--- src/rtl/i2c_pkt_pkg.sv ---
package i2c_pkt_pkg;
  localparam int PROTO_LSB = 4;
  localparam int PROTO_W   = 4;
  localparam int PROTO_I2C = 1;
  localparam int ABYTE_LSB = 0;
  localparam int RD_BIT    = 9;
  localparam int RS_BIT    = 10;
  localparam int CONT_BIT  = 11;

  typedef enum logic [2:0] {
    ST_HDR0, ST_HDR1, ST_HDR2, ST_PREP, ST_ISSUE, ST_WAIT, ST_ERR
  } seq_state_e;
endpackage

--- src/rtl/i2c_pkt_fifo.sv ---
module i2c_pkt_fifo #(
  parameter int DW    = 32,
  parameter int DEPTH = 8
) (
  input  logic                         clk,
  input  logic                         rst,
  input  logic                         flush,
  input  logic                         wr_en,
  input  logic [DW-1:0]                wr_data,
  input  logic                         rd_en,
  output logic [DW-1:0]                rd_data,
  output logic [$clog2(DEPTH+1)-1:0]   count
);
  localparam int AW = $clog2(DEPTH);
  localparam int CW = $clog2(DEPTH+1);

  logic [DW-1:0] mem [DEPTH];
  logic [AW-1:0] wptr, rptr;
  logic          do_wr, do_rd;

  assign do_wr   = wr_en && (count != CW'(DEPTH)) && !flush;
  assign do_rd   = rd_en && (count != '0) && !flush;
  assign rd_data = mem[rptr];

  always_ff @(posedge clk) begin
    if (do_wr) mem[wptr] <= wr_data;
  end

  always_ff @(posedge clk) begin
    if (rst || flush) begin
      wptr  <= '0;
      rptr  <= '0;
      count <= '0;
    end else begin
      if (do_wr) wptr <= wptr + 1'b1;
      if (do_rd) rptr <= rptr + 1'b1;
      count <= count + CW'(do_wr) - CW'(do_rd);
    end
  end

  // a write into a full queue must not change the count
  p_full_hold_r2: assert property (@(posedge clk) disable iff (rst)
    (wr_en && count == CW'(DEPTH) && !rd_en && !flush) |=> (count == CW'(DEPTH)));
endmodule

--- src/rtl/i2c_pkt_ctrl.sv ---
module i2c_pkt_ctrl
  import i2c_pkt_pkg::*;
#(
  parameter int LEN_W = 12
) (
  input  logic        clk,
  input  logic        rst,
  input  logic        tx_empty,
  input  logic [31:0] tx_head,
  input  logic        rx_full,
  output logic        tx_pop,
  output logic        tx_flush,
  output logic        rx_push,
  output logic [31:0] rx_wdata,
  output logic        cmd_valid,
  input  logic        cmd_ready,
  output logic        cmd_start,
  output logic        cmd_read,
  output logic [7:0]  cmd_byte,
  output logic        cmd_nack,
  output logic        cmd_stop,
  input  logic        rsp_valid,
  input  logic [7:0]  rsp_byte,
  input  logic        rsp_nack,
  input  logic        rsp_arb,
  output logic        err_proto,
  output logic        err_addr,
  output logic        err_data,
  output logic        err_arb,
  output logic        busy
);
  seq_state_e       state;
  logic [LEN_W-1:0] len, idx;
  logic             rd_dir, f_rs, f_cont, cont_pend, in_addr;
  logic [7:0]       addr_byte;
  logic [31:0]      wbuf, rxbuf, packed_word;
  logic [1:0]       lane;
  logic             last, end_stop, end_nack;

  assign lane        = idx[1:0];
  assign last        = (idx == len);
  assign end_stop    = last && !f_rs && !f_cont;
  assign end_nack    = last && !f_cont;
  assign packed_word = rxbuf | ({24'b0, rsp_byte} << {lane, 3'b000});
  assign busy        = (state != ST_HDR0) && (state != ST_ERR);
  assign tx_flush    = (state == ST_ERR);
  assign rx_wdata    = packed_word;

  always_comb begin
    tx_pop = 1'b0;
    case (state)
      ST_HDR0, ST_HDR1, ST_HDR2: tx_pop = !tx_empty;
      ST_PREP: tx_pop = !in_addr && !rd_dir && (lane == 2'd0) && !tx_empty;
      default: tx_pop = 1'b0;
    endcase
  end

  assign rx_push = (state == ST_WAIT) && rsp_valid && !rsp_arb && rd_dir &&
                   !in_addr && ((lane == 2'd3) || last);

  always_ff @(posedge clk) begin
    if (rst) begin
      state     <= ST_HDR0;
      len       <= '0;
      idx       <= '0;
      rd_dir    <= 1'b0;
      f_rs      <= 1'b0;
      f_cont    <= 1'b0;
      cont_pend <= 1'b0;
      in_addr   <= 1'b0;
      addr_byte <= '0;
      wbuf      <= '0;
      rxbuf     <= '0;
      cmd_valid <= 1'b0;
      cmd_start <= 1'b0;
      cmd_read  <= 1'b0;
      cmd_byte  <= '0;
      cmd_nack  <= 1'b0;
      cmd_stop  <= 1'b0;
      err_proto <= 1'b0;
      err_addr  <= 1'b0;
      err_data  <= 1'b0;
      err_arb   <= 1'b0;
    end else begin
      case (state)
        ST_HDR0: if (!tx_empty) begin
          if (tx_head[PROTO_LSB +: PROTO_W] != PROTO_W'(PROTO_I2C)) begin
            err_proto <= 1'b1;
            state     <= ST_ERR;
          end else begin
            state <= ST_HDR1;
          end
        end
        ST_HDR1: if (!tx_empty) begin
          len   <= tx_head[LEN_W-1:0];
          state <= ST_HDR2;
        end
        ST_HDR2: if (!tx_empty) begin
          rd_dir    <= tx_head[RD_BIT];
          f_rs      <= tx_head[RS_BIT];
          f_cont    <= tx_head[CONT_BIT];
          addr_byte <= tx_head[ABYTE_LSB +: 8];
          idx       <= '0;
          rxbuf     <= '0;
          in_addr   <= !cont_pend;
          if (tx_head[RS_BIT] && tx_head[CONT_BIT]) begin
            err_proto <= 1'b1;
            state     <= ST_ERR;
          end else begin
            state <= ST_PREP;
          end
        end
        ST_PREP: begin
          if (in_addr) begin
            cmd_start <= 1'b1;
            cmd_read  <= 1'b0;
            cmd_byte  <= addr_byte;
            cmd_nack  <= 1'b0;
            cmd_stop  <= 1'b0;
            cmd_valid <= 1'b1;
            state     <= ST_ISSUE;
          end else if (rd_dir) begin
            if (!rx_full) begin
              cmd_start <= 1'b0;
              cmd_read  <= 1'b1;
              cmd_byte  <= '0;
              cmd_nack  <= end_nack;
              cmd_stop  <= end_stop;
              cmd_valid <= 1'b1;
              state     <= ST_ISSUE;
            end
          end else if (lane != 2'd0 || !tx_empty) begin
            if (lane == 2'd0) begin
              wbuf     <= tx_head;
              cmd_byte <= tx_head[7:0];
            end else begin
              cmd_byte <= wbuf[{lane, 3'b000} +: 8];
            end
            cmd_start <= 1'b0;
            cmd_read  <= 1'b0;
            cmd_nack  <= 1'b0;
            cmd_stop  <= end_stop;
            cmd_valid <= 1'b1;
            state     <= ST_ISSUE;
          end
        end
        ST_ISSUE: if (cmd_ready) begin
          cmd_valid <= 1'b0;
          state     <= ST_WAIT;
        end
        ST_WAIT: if (rsp_valid) begin
          if (rsp_arb) begin
            err_arb <= 1'b1;
            state   <= ST_ERR;
          end else if (in_addr) begin
            if (rsp_nack) begin
              err_addr <= 1'b1;
              state    <= ST_ERR;
            end else begin
              in_addr <= 1'b0;
              state   <= ST_PREP;
            end
          end else if (!rd_dir && rsp_nack) begin
            err_data <= 1'b1;
            state    <= ST_ERR;
          end else begin
            if (rd_dir) rxbuf <= rx_push ? 32'b0 : packed_word;
            if (last) begin
              cont_pend <= f_cont;
              state     <= ST_HDR0;
            end else begin
              idx   <= idx + 1'b1;
              state <= ST_PREP;
            end
          end
        end
        default: state <= ST_ERR;
      endcase
    end
  end

  // an offered command holds until accepted
  p_cmd_hold_r4: assert property (@(posedge clk) disable iff (rst)
    (cmd_valid && !cmd_ready) |=> (cmd_valid && $stable(cmd_byte) && $stable(cmd_start)));
  // a START command always sends the address byte
  p_start_is_write_r4: assert property (@(posedge clk) disable iff (rst)
    (cmd_valid && cmd_start) |-> !cmd_read);
  // the address byte never carries a STOP
  p_stop_not_addr_r6: assert property (@(posedge clk) disable iff (rst)
    (cmd_valid && cmd_start) |-> !cmd_stop);
  // NACK is only answered on received bytes
  p_nack_read_r8: assert property (@(posedge clk) disable iff (rst)
    (cmd_valid && cmd_nack) |-> cmd_read);
  // once an error is flagged nothing is offered
  p_err_quiet_r11: assert property (@(posedge clk) disable iff (rst)
    (err_proto || err_addr || err_data || err_arb) |-> !cmd_valid);
  // arbitration loss is sticky
  p_arb_sticky_r13: assert property (@(posedge clk) disable iff (rst)
    err_arb |=> err_arb);
endmodule

--- src/rtl/i2c_pkt_seq.sv ---
module i2c_pkt_seq #(
  parameter int TX_DEPTH = 8,
  parameter int RX_DEPTH = 8,
  parameter int LEN_W    = 12
) (
  input  logic                          clk,
  input  logic                          rst,
  input  logic                          tx_wr_en,
  input  logic [31:0]                   tx_wr_data,
  output logic [$clog2(TX_DEPTH+1)-1:0] tx_free,
  input  logic                          rx_rd_en,
  output logic [31:0]                   rx_rd_data,
  output logic [$clog2(RX_DEPTH+1)-1:0] rx_count,
  output logic                          cmd_valid,
  input  logic                          cmd_ready,
  output logic                          cmd_start,
  output logic                          cmd_read,
  output logic [7:0]                    cmd_byte,
  output logic                          cmd_nack,
  output logic                          cmd_stop,
  input  logic                          rsp_valid,
  input  logic [7:0]                    rsp_byte,
  input  logic                          rsp_nack,
  input  logic                          rsp_arb,
  output logic                          err_proto,
  output logic                          err_addr_nack,
  output logic                          err_data_nack,
  output logic                          err_arb_lost,
  output logic                          busy
);
  localparam int TXCW = $clog2(TX_DEPTH+1);
  localparam int RXCW = $clog2(RX_DEPTH+1);

  logic [TXCW-1:0] tx_count;
  logic [31:0]     tx_head, rx_wdata;
  logic            tx_pop, tx_flush, rx_push;

  assign tx_free = TXCW'(TX_DEPTH) - tx_count;

  i2c_pkt_fifo #(.DW(32), .DEPTH(TX_DEPTH)) u_txq (
    .clk(clk), .rst(rst), .flush(tx_flush),
    .wr_en(tx_wr_en), .wr_data(tx_wr_data),
    .rd_en(tx_pop), .rd_data(tx_head), .count(tx_count));

  i2c_pkt_fifo #(.DW(32), .DEPTH(RX_DEPTH)) u_rxq (
    .clk(clk), .rst(rst), .flush(1'b0),
    .wr_en(rx_push), .wr_data(rx_wdata),
    .rd_en(rx_rd_en), .rd_data(rx_rd_data), .count(rx_count));

  i2c_pkt_ctrl #(.LEN_W(LEN_W)) u_ctrl (
    .clk(clk), .rst(rst),
    .tx_empty(tx_count == '0), .tx_head(tx_head),
    .rx_full(rx_count == RXCW'(RX_DEPTH)),
    .tx_pop(tx_pop), .tx_flush(tx_flush),
    .rx_push(rx_push), .rx_wdata(rx_wdata),
    .cmd_valid(cmd_valid), .cmd_ready(cmd_ready), .cmd_start(cmd_start),
    .cmd_read(cmd_read), .cmd_byte(cmd_byte), .cmd_nack(cmd_nack),
    .cmd_stop(cmd_stop),
    .rsp_valid(rsp_valid), .rsp_byte(rsp_byte), .rsp_nack(rsp_nack),
    .rsp_arb(rsp_arb),
    .err_proto(err_proto), .err_addr(err_addr_nack), .err_data(err_data_nack),
    .err_arb(err_arb_lost), .busy(busy));
endmodule

--- config.mk ---
export PLATFORM = sky130hd
export DESIGN_NAME = i2c_pkt_seq
export DESIGN_NICKNAME = d
export VERILOG_FILES = /design/src/rtl/i2c_pkt_pkg.sv /design/src/rtl/i2c_pkt_fifo.sv /design/src/rtl/i2c_pkt_ctrl.sv /design/src/rtl/i2c_pkt_seq.sv
export SDC_FILE = /design/constraint.sdc
export NUM_CORES = 1
export LEC_CHECK = 0
export ABC_AREA = 1
export BUFFER_PORTS_ARGS = -buffer_cell sky130_fd_sc_hd__buf_2
export CAP_MARGIN = 20
export CELL_PAD_IN_SITES_DETAIL_PLACEMENT = 0
export CELL_PAD_IN_SITES_GLOBAL_PLACEMENT = 1
export CORE_MARGIN = 4
export CORE_UTILIZATION = 46
export CTS_BUF_LIST = sky130_fd_sc_hd__clkbuf_4 sky130_fd_sc_hd__clkbuf_8
export DETAILED_ROUTE_END_ITERATION = 8
export GPL_ROUTABILITY_DRIVEN = 0
export HOLD_SLACK_MARGIN = 0.03
export PLACE_DENSITY_LB_ADDON = 0.12
export SLEW_MARGIN = 20
export SYNTH_ARGS = -nofsm -noshare
export SYNTH_HDL_FRONTEND = slang
export SYNTH_HIERARCHICAL = 1
export SYNTH_SLANG_ARGS = --single-unit
--- constraint.sdc ---
create_clock -name clk -period 3.8 [get_ports clk]
set_clock_uncertainty 0.2 [all_clocks]
set_input_delay 0.38 -clock clk [delete_from_list [all_inputs] [get_ports clk]]
set_output_delay 0.38 -clock clk [all_outputs]
set_load 0.05 [all_outputs]
Word level (Yosys, flattened, before mapping)
Memories as Yosys holds them, arrays and structs flattened. A register that Yosys moved wholly into a read port is not among the register bits.
Index checks and enable logic that the tools add are counted.

storage, ports and cells
  register bits after elaboration = 141
  bits in latches = 0
  RAM bits = 512
  ROM bits = 0
  input port bits = 48
  output and inout bits = 58
  logic and storage cells = 208
  memories = 2

cells by class
  add/subtract/negate cells = 10
  multiply operators = 0
  divide/modulo/power cells = 0
  $lt $le $gt $ge = 0
  equality and inequality tests = 28
  shifts and indexed selects = 2
  mux-type cells = 76
  bitwise operators = 6
  reductions and logical operators = 57

memories
  memory     words  width  rd ports  clocked after Yosys merged registers in  wr ports  RTL line            text
  u_rxq.mem  8      32     1         1                                        1         i2c_pkt_fifo.sv:17  logic [DW-1:0] mem [DEPTH];
  u_txq.mem  8      32     1         1                                        1         i2c_pkt_fifo.sv:17

operators by type and width
  cell                     count
  $mux W32                 7
  $mux W12                 6
  $pmux W32 S2             1
  $mux W3                  19
  $mux W8                  5
  $or A32 B32 Y32          1
  $shiftx A32 B6 Y8        1
  $shl A8 B5 Y32           1
  $mux W1                  31
  $pmux W12 S2             1
  $reduce_and A7 Y1        3
  $logic_and A1 B1 Y1      20
  $reduce_and A5 Y1        4
  $ne A2 B2 Y1 const B     9
  $pmux W3 S6              1
  $add A12 B1 Y12 const B  1
  $add A3 B1 Y3 const B    4
  $eq A12 B12 Y1           1
  $ne A4 B4 Y1 const B     3
  $eq A3 B3 Y1 const B     3
  $add A4 B1 Y4            2
  $logic_not A1 Y1         8
  $ne A4 B1 Y1 const B     2
  $pmux W1 S2              4
  22 further kinds         41

Logic depth before layout (Yosys ltp)
Gate-level depths: netlist (run 1).

  depth in word-level cells = 13
  depth in mapped cells = 19
  gate-level depth less buffers = 17

By module
The synthesis (run 1) kept the hierarchy.

by module, submodules not included
  module        times used  cells each  area an instance (um^2)  seq. area each (um^2)
  i2c_pkt_fifo  2           953         11051.8                  7947.6
  i2c_pkt_ctrl  1           810         5724.2                   2422.3
  i2c_pkt_seq   1           16          78.8                     0.0

Least setup slack after synthesis (run 1)
No wires, ideal clock.

  path type = register -> register
  start point = reg u_ctrl.idx[1]
  end point = mem u_rxq.mem[1][0], enable pin
  library setup time = 0.421 ns
  data arrival time = 3.169 ns
  required time = 3.179 ns
  slack = 0.010 ns
  cell stages (with the launch flop) = 16
  buffers on the path = 2
  period minus slack after synthesis = 3.790 ns
  cells stage by stage = dfxtp_1 buf_2 inv_2 nand2_1 nand2_1 nand2_1 nor2_1 nand3_1 nand2_1 nand3_1 clkbuf_1 inv_1 nand3_1 nor2_1 inv_2 nor2_1

between the ends
  word-level cells in the longest chain between the ends = 6
  elaborated cells on any way between the ends = 7
  those cells by class = 2 x eq/ne; 2 x mux; 3 x reduce/logical

RTL lines
  what                                                   RTL line                                text
  from (decl)                                            i2c_pkt_ctrl.sv:33                      logic [LEN_W-1:0] len, idx;
  from (signal assigned)                                 i2c_pkt_ctrl.sv:172                     idx <= idx + 1'b1;
  $eq A12 B12 Y1 / $eq A2 B2 Y1 (equally long branches)  i2c_pkt_ctrl.sv:41, i2c_pkt_ctrl.sv:59
  $logic_or A1 B1 Y1 *                                   i2c_pkt_ctrl.sv:59                      !in_addr && ((lane == 2'd3) || last);
  $logic_and A1 B1 Y1 *                                  i2c_pkt_ctrl.sv:59
  net rx_push                                            i2c_pkt_seq.sv:36                       logic tx_pop, tx_flush, rx_push;
  $logic_and A1 B1 Y1 *                                  i2c_pkt_fifo.sv:21                      assign do_wr = wr_en && (count != CW'(DEPTH)) && !flush;
  $mux W1 *                                              i2c_pkt_fifo.sv:26                      if (do_wr) mem[wptr] <= wr_data;
  $mux W1 (implied by the code) *                        i2c_pkt_fifo.sv:26
  to (decl)                                              i2c_pkt_fifo.sv:17

The timed path passes the listed nets; every way through them passes the cells marked *.

Worst setup path after layout (run 1)
  start point = reg u_ctrl.idx[1]
  end point = reg u_rxq.count[2]

between the ends
  word-level cells in the longest chain between the ends = 6
  elaborated cells on any way between the ends = 7
  those cells by class = 2 x add/sub; 2 x eq/ne; 3 x reduce/logical

RTL lines
  what                                                   RTL line                                text
  $eq A12 B12 Y1 / $eq A2 B2 Y1 (equally long branches)  i2c_pkt_ctrl.sv:41, i2c_pkt_ctrl.sv:59
  $logic_or A1 B1 Y1 *                                   i2c_pkt_ctrl.sv:59
  $logic_and A1 B1 Y1 *                                  i2c_pkt_ctrl.sv:59
  net rx_push                                            i2c_pkt_seq.sv:36
  $logic_and A1 B1 Y1 *                                  i2c_pkt_fifo.sv:21
  $add A4 B1 Y4 *                                        i2c_pkt_fifo.sv:37                      count <= count + CW'(do_wr) - CW'(do_rd);
  $sub A4 B1 Y4 *                                        i2c_pkt_fifo.sv:37
  to (signal assigned)                                   i2c_pkt_fifo.sv:37
  to (decl)                                              i2c_pkt_fifo.sv:12                      output logic [$clog2(DEPTH+1)-1:0] count

Marked as above.
A chain may end at the register's enable or synchronous reset.

==> results.toml, run 1 <==
[worst_hold_path]
min_path_type = "in2reg"

[detailed_routing]
drc = 0
drtIter0Drc = 1193
num_vias = 19500
vias_per_cell = 5.18
ant_nets = 0
post_drt_wl_per_cell_um = 18.4
dr.pass1.iters = 5
wirelength_mm = 69.3

[worst_setup_path]
required_ns = 4.14
path_common_cell = "nand2_1"
crit_type = "reg2reg"
crit_arrival_ns = 3.63
worstPathMaxFanout = 27
crit_family = "simple AND/OR/NAND/NOR gates"
cp_slowest_stage_delay_ns = 0.41
path_buf_inv = 4
crit_chain = "inv_2 > buf_4 > nand2_1 > nand2_1 > nand2_1 > nor2_1 > nand3_1 > nand2_1 > nand3_1 > inv_1 > nand3_1 > o21ai_0 > ha_1 > inv_1 > fa_1 > xor2_1 > nor2_1"
cp_slowest_cell = "fa_1"
critical_path.endpoint_type = "register"
cp-start-kind = "register"

[pwr]
p_leak_nw = 12.0
cellPowerDensity_mw_per_mm2 = 601
power_w = 0.0191
vdd_drop_max_mv = 0.391

[yosys]
avgSynthCellArea_um2 = 10.2
synth.yosys.seq_area_share_pct = 65.6
netlist_instances = 2732
synth_seq_cells = 659
ys_types = 43
synth_area_mm2 = 0.0279
synth-edff-count = 512
synth-main-ff-cell = "edfxtp_1"
async_reset_ff_share_pct = 0
yosys_warnings = 6

[grt]
grt_pass1_vias = 18700
antenna_found_initial = 1
grt_use_total_pct = 21.1
grt_max_degree = 129
grt-ovfl-total = 0
grt_pass1_wl_mm = 106

[sta]
maxSlewViolCount = 0
tightest_slew_ns = 0.897
fin_crit_sh_pct = 86.5
finalHoldViolations = 0
max-slew-margin-rel_pct = 40.1
max_freq_ghz = 0.304
tns_ns = 0
post-route-min-period_ns = 3.29
finalSetupViolCount = 0
rsz0062_at_grt = "no"

[floorplan]
fp.dieW_um = 254
boundaryPins = 106
std_cell_rows = 90
core-area_mm2 = 0.0602
die_height_um = 254
initial_utilization_pct = 46.3
die-area_mm2 = 0.0647

[clock_network]
numCtsBuffers = 106
cts_root_buf = "clkbuf_8"
cts_sinks = 659
ctsResizeCount = 0
cts_buffer_depth = 3
clk_pin_slew_ns = 0.06
cts_tree = "yes"
htree_levels = 3
insertion_delay_ns = 0.68

[layout]
fin_nets = 2959
final_layout_size_suffix_gt1_share_pct = 15.5
layout_common_cells = "nand2_1, edfxtp_1, nor2_1"
final_common_cell = "nand2_1"
final_cells = 3768
syn_to_final_growth_pct = 13.8
fill_cells = 5376

[placement]
post-dp-hpwl_mm = 40.6
placement.io_buffers = 105
dp.cells = 3523

[status]
status = "completed"

[flow_run]
drv_cap = 0
==> where the power goes <==
part | switching [W] | total [W] | internal (W)
clock network | 0.00275 | 0.00615 | 0.00340
registers | 0.000248 | 0.00891 | 0.00866
logic | 0.00296 | 0.00404 | 0.00108
==> cells in the mapped netlist, types with 15 or more instances <==
cell	count	area, um^2
o21ai_0	218	1090
edfxtp_1	512	15400
ha_1	17	213
dfxtp_1	147	2940
nor2_1	278	1040
nand3_1	64	320
a21oi_1	104	521
o21bai_1	16	120
buf_2	38	190
a31oi_1	21	131
o21ai_1	157	786
nand2_2	79	494
nand2_1	780	2930
nor3_1	15	75.1
clkbuf_1	65	244
inv_1	99	372
==> path summary, 6_finish.rpt <==
path / cells past startpoint / start / endpoint / slack [ns]
worst max-delay path: 17 / u_ctrl/idx[1] / u_rxq/count[2] / 0.51
worst min-delay path: 2 / rsp_byte[3] / u_rxq/mem[1][27] / 0.08
worst max register to register: 17 / u_ctrl/idx[1] / u_rxq/count[2] / 0.51
worst min register to register: 2 / u_ctrl/err_proto / u_ctrl/err_proto / 0.25
==> metal layers <==
metal | wire length [um] | vias to the layer above | track usage (%)
li1 | - | 9626 | -
met1 | 29000 | 9352 | 26.2
met2 | 35500 | 416 | 37.9
met3 | 2860 | 115 | 3.33
met4 | 1860 | 0 | 7.29
met5 | 0 | - | 0
==> timing repair <==
item / CTS / global route
hold endpoints to repair: 294 / 0
setup buffers: 0 / 0
hold buffers: 43 / 0
==> per-stage QoR <==
step / utilization [%] / area, um^2 / setup WS (ns) / hold WS, ns
5_1_grt: 52.7 / 31800 / 0.189 / 0.0694
3_5_place_dp: 48.4 / 29100 / 0.444 / 0.248
6_report: 52.7 / 31800 / 0.513 / 0.0760
2_1_floorplan: - / 27900 / 0.00978 / 0.244
4_1_cts: 52.7 / 31800 / 0.405 / 0.0345
3_3_place_gp: 48.4 / 29100 / 0.465 / 0.244
==> layout make-up <==
cell class | instances | area, um^2 | share of cell area [%]
clock inverter | 47 | 305 | 0.961
tap | 782 | 978 | 3.08
multi-input combinational | 1815 | 8370 | 26.4
timing repair buffer | 200 | 1470 | 4.63
antenna | 1 | 2.50 | 0.00788
inverter | 110 | 419 | 1.32
sequential | 659 | 18300 | 57.7
clock buffer | 154 | 1880 | 5.93
==> state kept, by name (all words and copies together) (netlist names), 3 cells and up, named ones only <==
register / count
u_ctrl/wbuf: 32
u_rxq/wptr: 3
u_txq/mem: 256
u_ctrl/rxbuf: 32
u_ctrl/len: 12
u_ctrl/state: 3
u_ctrl/addr_byte: 8
u_rxq/rptr: 3
u_txq/count: 4
u_txq/rptr: 3
u_ctrl/idx: 12
u_rxq/mem: 256
u_rxq/count: 4
u_txq/wptr: 3
u_ctrl/cmd_byte: 8
==> worst reg2reg max path, delay by kind of cell, from the launching register on <==
family,cells,cell delay [ns]
simple gates,9,1.11
buf+inv,4,0.63
fa+ha+maj,2,0.59
flops,1,0.32
compound gates,1,0.17
xor+xnor,1,0.14
==> kinds of logic after synthesis <==
logic type	synth area share, %
xor+xnor	0.377
compound gates	10.4
buf+inv	4.86
simple gates	17.8
flops	65.6
fa+ha+maj	0.906
other cells	0.0134
No activity file was read; power rests on OpenSTA's default activity.
==> run 2, diff against run 1 <==
Settings changed: REMOVE_ABC_BUFFERS set to 1.
==> results.toml, run 2 (synthesis gave the netlist of run 1 again) <==
[pwr]
vdd_drop_max_mv = 0.397
cellPowerDensity_mw_per_mm2 = 596
p_sw_w = 0.00590
comb_power_share_pct = 20.7
power_w = 0.0189
p_leak_nw = 12.1
power_frac_seq_pct = 47.3
clkPwrFrac_pct = 32.1
switching_share_pct = 31.2
intPower_w = 0.0130

[clock_network]
numCtsBuffers = 107
ctsResizeCount = 0
cts_hold_buf = 50
cts_buffer_depth = 3
insertion_delay_ns = 0.70
cts_root_buf = "clkbuf_8"
postCtsSetupBuffers = 0
cts_tree = "yes"
clk_pin_slew_ns = 0.06
htree_levels = 3
cts_sinks = 659

[worst_setup_path]
crit_chain = "dlygate4sd3_1 > buf_2 > inv_1 > nand2_1 > dlygate4sd3_1 > nor3_1 > nand3_1 > inv_1 > nand3_1 > nor2_1 > inv_2 > nor2_4 > buf_12"
cp-start-kind = "input port"
crit_arrival_ns = 3.57
required_ns = 3.97
worstSetupStartpoint = "rsp_arb"
r2r_slack_ns = 0.55
worstPathMaxFanout = 24
critical_path.endpoint_type = "register"
crit_type = "in2reg"
endpoint = "u_rxq/mem[3][4]"
r2r-end = "u_txq/count[2]"
cp_slowest_stage_delay_ns = 0.57
crit_family = "buffers and inverters"
r2r-start = "u_txq/count[1]"
cp_num_cells = 13
cp_slowest_cell = "dlygate4sd3_1"
path_buf_inv = 7
reg2reg_depth = 15

[layout]
final_cells = 3771
syn_to_final_growth_pct = 14.0
final_common_cell = "nand2_1"
final_layout_size_suffix_gt1_share_pct = 15.3
fin_nets = 2961
layout_common_cells = "nand2_1, edfxtp_1, nor2_1"
top_regs = "u_rxq/mem: 256 flops, u_txq/mem: 256 flops"

[detailed_routing]
dr.pass1.iters = 5
ant_nets = 0
drc = 0
wirelength_mm = 69.0
num_vias = 19600
drtIter0Drc = 1183
post_drt_wl_per_cell_um = 18.3
vias_per_cell = 5.20

[grt]
grt-ovfl-total = 0
grt_use_total_pct = 21.3
grt_max_degree = 129
antenna_found_initial = 1
grt_pass1_vias = 19700
grt_pass1_wl_mm = 108

[sta]
maxSlewViolCount = 0
finalHoldViolations = 0
max-slew-margin-rel_pct = 42.3
post-route-min-period_ns = 3.40
tightest_slew_ns = 0.866
max_freq_ghz = 0.294
finalSetupViolCount = 0
fin_crit_sh_pct = 89.6
tns_ns = 0
rsz0062_at_grt = "no"
hold_slack_ns = 0.257

[floorplan]
fp.dieW_um = 254
boundaryPins = 106
initial_utilization_pct = 46.3
std_cell_rows = 90
die_height_um = 254
core-area_mm2 = 0.0602
die-area_mm2 = 0.0647

[placement]
placement.io_buffers = 105
dp.cells = 3517
post-dp-hpwl_mm = 39.3

[status]
status = "completed"

[flow_run]
drv_cap = 0

[worst_hold_path]
min_path_type = "reg2reg"
## run 2: cell types whose count changed in the layout (fill, tap and decap cells not counted), moves of 2 or more
cell           delta
bufinv_16         -3
buf_12            +4
clkbuf_4          +7
clkinv_2          -7
dlygate4sd3_1     +7
buf_4            -10
clkbuf_8          +2
## run 2: tightest hold or removal path: stages, from the launching register on
cell,delay (ns)
dfxtp_1,0.31
inv_1,0.05
a21oi_1,0.05
## run 2: how the worst min path moves through the flow
stage	start	to	slack (ns)	depth (start not counted)
finish	u_ctrl/err_proto	u_ctrl/err_proto	0.26	2
global route	tx_wr_data[5]	u_txq/mem[3][5]	0.27	2
CTS	tx_wr_data[12]	u_txq/mem[1][12]	0.20	2
detailed placement	u_ctrl/err_proto	u_ctrl/err_proto	0.25	2
global placement	u_ctrl/err_proto	u_ctrl/err_proto	0.25	2
floorplan	u_ctrl/len[11]	u_ctrl/len[11]	0.25	2
## run 2: per-layer routing
| layer | vias to the layer above | share of wire, % | GRT usage [%] |
|---|---|---|---|
| met4 | 0 | 2.0 | 6.25 |
| met2 | 411 | 51 | 38.4 |
| met5 | - | 0 | 0 |
| li1 | 9616 | - | - |
| met1 | 9508 | 43 | 26.4 |
| met3 | 91 | 4.3 | 3.65 |
## run 2: stage by stage
step	util (%)	setup slack [ns]	area, um^2
3_5_place_dp	48.4	0.551	29100
3_3_place_gp	48.4	0.587	29100
2_1_floorplan	-	-0.835	27000
5_1_grt	52.8	0.258	31800
4_1_cts	52.8	0.388	31800
6_report	52.8	0.397	31800
## run 2: power by group through the flow
stage / Clock, W / Sequential (W) / Combinational, W
final: 0.00608 / 0.00895 / 0.00392
after global routing: 0.00659 / 0.00900 / 0.00443
after CTS: 0.00627 / 0.00895 / 0.00395
after detailed placement: 0 / 0.00909 / 0.00390
after global placement: 0 / 0.00908 / 0.00383
after floorplan: 0 / 0.00917 / 0.00247
## run 2: cell type report
class                           instances  area (um^2)
Antenna cell                            2         5.00
Clock buffer                          163         1960
Clock inverter                         39          200
Fill cell                            5422        28400
Inverter                              110          419
Multi-Input combinational cell       1815         8370
Sequential cell                       659        18300
Tap cell                              782          978
Timing Repair Buffer                  201         1550
==> run 3, diff against run 2 <==
==> constraint.sdc (replaced) <==
create_clock -name clk -period 3.8 [get_ports clk]
set_clock_uncertainty 0.2 [all_clocks]
set_input_delay 0.76 -clock clk [delete_from_list [all_inputs] [get_ports clk]]
set_output_delay 0.76 -clock clk [all_outputs]
set_load 0.05 [all_outputs]
==> results.toml, run 3 (synthesis gave the netlist of run 1 again) <==
[clock_network]
postCtsSetupBuffers = 0
cts_hold_buf = 0
cts_root_buf = "clkbuf_8"
ctsResizeCount = 0
cts_tree = "yes"
cts_buffer_depth = 3
clk_pin_slew_ns = 0.06
insertion_delay_ns = 0.69
cts_sinks = 659
numCtsBuffers = 107
htree_levels = 3

[placement]
post-dp-hpwl_mm = 39.7
placement.io_buffers = 105
dp.cells = 3527

[pwr]
cellPowerDensity_mw_per_mm2 = 600
power_w = 0.0188
p_leak_nw = 11.8
vdd_drop_max_mv = 0.300

[floorplan]
initial_utilization_pct = 46.3
die_height_um = 254
core-area_mm2 = 0.0602
die-area_mm2 = 0.0647
boundaryPins = 106
fp.dieW_um = 254
std_cell_rows = 90

[worst_hold_path]
min_path_type = "in2reg"
holdPathStages = 1

[worst_setup_path]
required_ns = 2.84
crit_chain = "buf_12 > nand2_1 > nand2_1 > nand2_1 > o21ai_1 > nand2_1 > nand2_1 > buf_2"
cp-start-kind = "register"
crit_type = "reg2out"
crit_arrival_ns = 2.43
path_common_cell = "nand2_1"
reg2reg_depth = 15
cp_slowest_cell = "dfxtp_4"
cp_slowest_stage_delay_ns = 0.37
worstPathMaxFanout = 128
critical_path.endpoint_type = "primary output"

[layout]
layout_common_cells = "nand2_1, edfxtp_1, nor2_1"
multi_input_area_mm2 = 0.00837
final_cells = 3724
final_layout_size_suffix_gt1_share_pct = 15.6
register_area_mm2 = 0.0183
fill_cells = 5386
syn_to_final_growth_pct = 12.1
fin_nets = 2921
top_regs = "u_rxq/mem: 256 flops, u_txq/mem: 256 flops"
final_common_cell = "nand2_1"
final_util_pct = 51.9

[grt]
grt-ovfl-total = 0
grt_pass1_wl_mm = 107
grt_max_degree = 129
antenna_found_initial = 3
grt_use_total_pct = 21.2
grt_pass1_vias = 19200

[detailed_routing]
num_vias = 19300
wirelength_mm = 68.7
vias_per_cell = 5.19
post_drt_wl_per_cell_um = 18.4
dr.pass1.iters = 5
drtIter0Drc = 1303
ant_nets = 0
drc = 0

[sta]
tightest_slew_ns = 0.916
fin_crit_sh_pct = 89.1
post-route-min-period_ns = 3.39
maxSlewViolCount = 0
max-slew-margin-rel_pct = 38.9
finalHoldViolations = 0
tns_ns = 0
rsz0062_at_grt = "no"
finalSetupViolCount = 0
max_freq_ghz = 0.295

[flow_run]
drv_cap = 0

[status]
status = "completed"
[run 3: critical path, delay by kind of cell, from the launching register on]
family	cells	cell delay, ns
AO/OA/AOI/OAI	1	0.11
buffers and inverters	2	0.66
flip-flops	1	0.37
AND/OR/NAND/NOR	5	0.48
[run 3: cell type report]
| type | count | share of cell area [%] |
|---|---|---|
| flip-flops and latches | 659 | 58.6 |
| multi-input cells | 1815 | 26.7 |
| clock buffers | 156 | 6.00 |
| repair buffers | 161 | 3.58 |
| well taps | 782 | 3.13 |
| inverters | 110 | 1.34 |
| clock inverters | 40 | 0.640 |
| diodes | 1 | 0.00800 |
[run 3: power breakdown]
part	internal, W	total [W]	switching (W)
sequential	0.00866	0.00896	0.000300
clock	0.00322	0.00593	0.00271
combinational	0.00105	0.00389	0.00284
[run 3: path summary, 6_finish.rpt]
kind	endpoint	slack (ns)	from
max reg2reg	u_txq/count[2]	0.54	u_txq/count[1]
min	u_txq/mem[0][4]	0.14	tx_wr_data[4]
max	rx_rd_data[21]	0.41	register
min reg2reg	u_ctrl/err_proto	0.24	u_ctrl/err_proto
[run 3: metal layers]
layer  vias up  GRT usage, %  part of all wire [%]
li1       9524             -                     -
met3        96          3.77                   4.9
met5         -        0.0733                 0.010
met1      9306          26.2                    42
met4         2          6.05                   1.9
met2       412          38.4                    51
[run 3: through the flow]
step	worst slack, ns	cell area, um^2	hold WS, ns
after floorplan	-1.04	27000	0.246
after global placement	0.428	29200	0.238
after detailed placement	0.438	29200	0.238
after CTS	0.320	31300	0.0671
after global routing	0.194	31300	0.105
final	0.414	31300	0.138
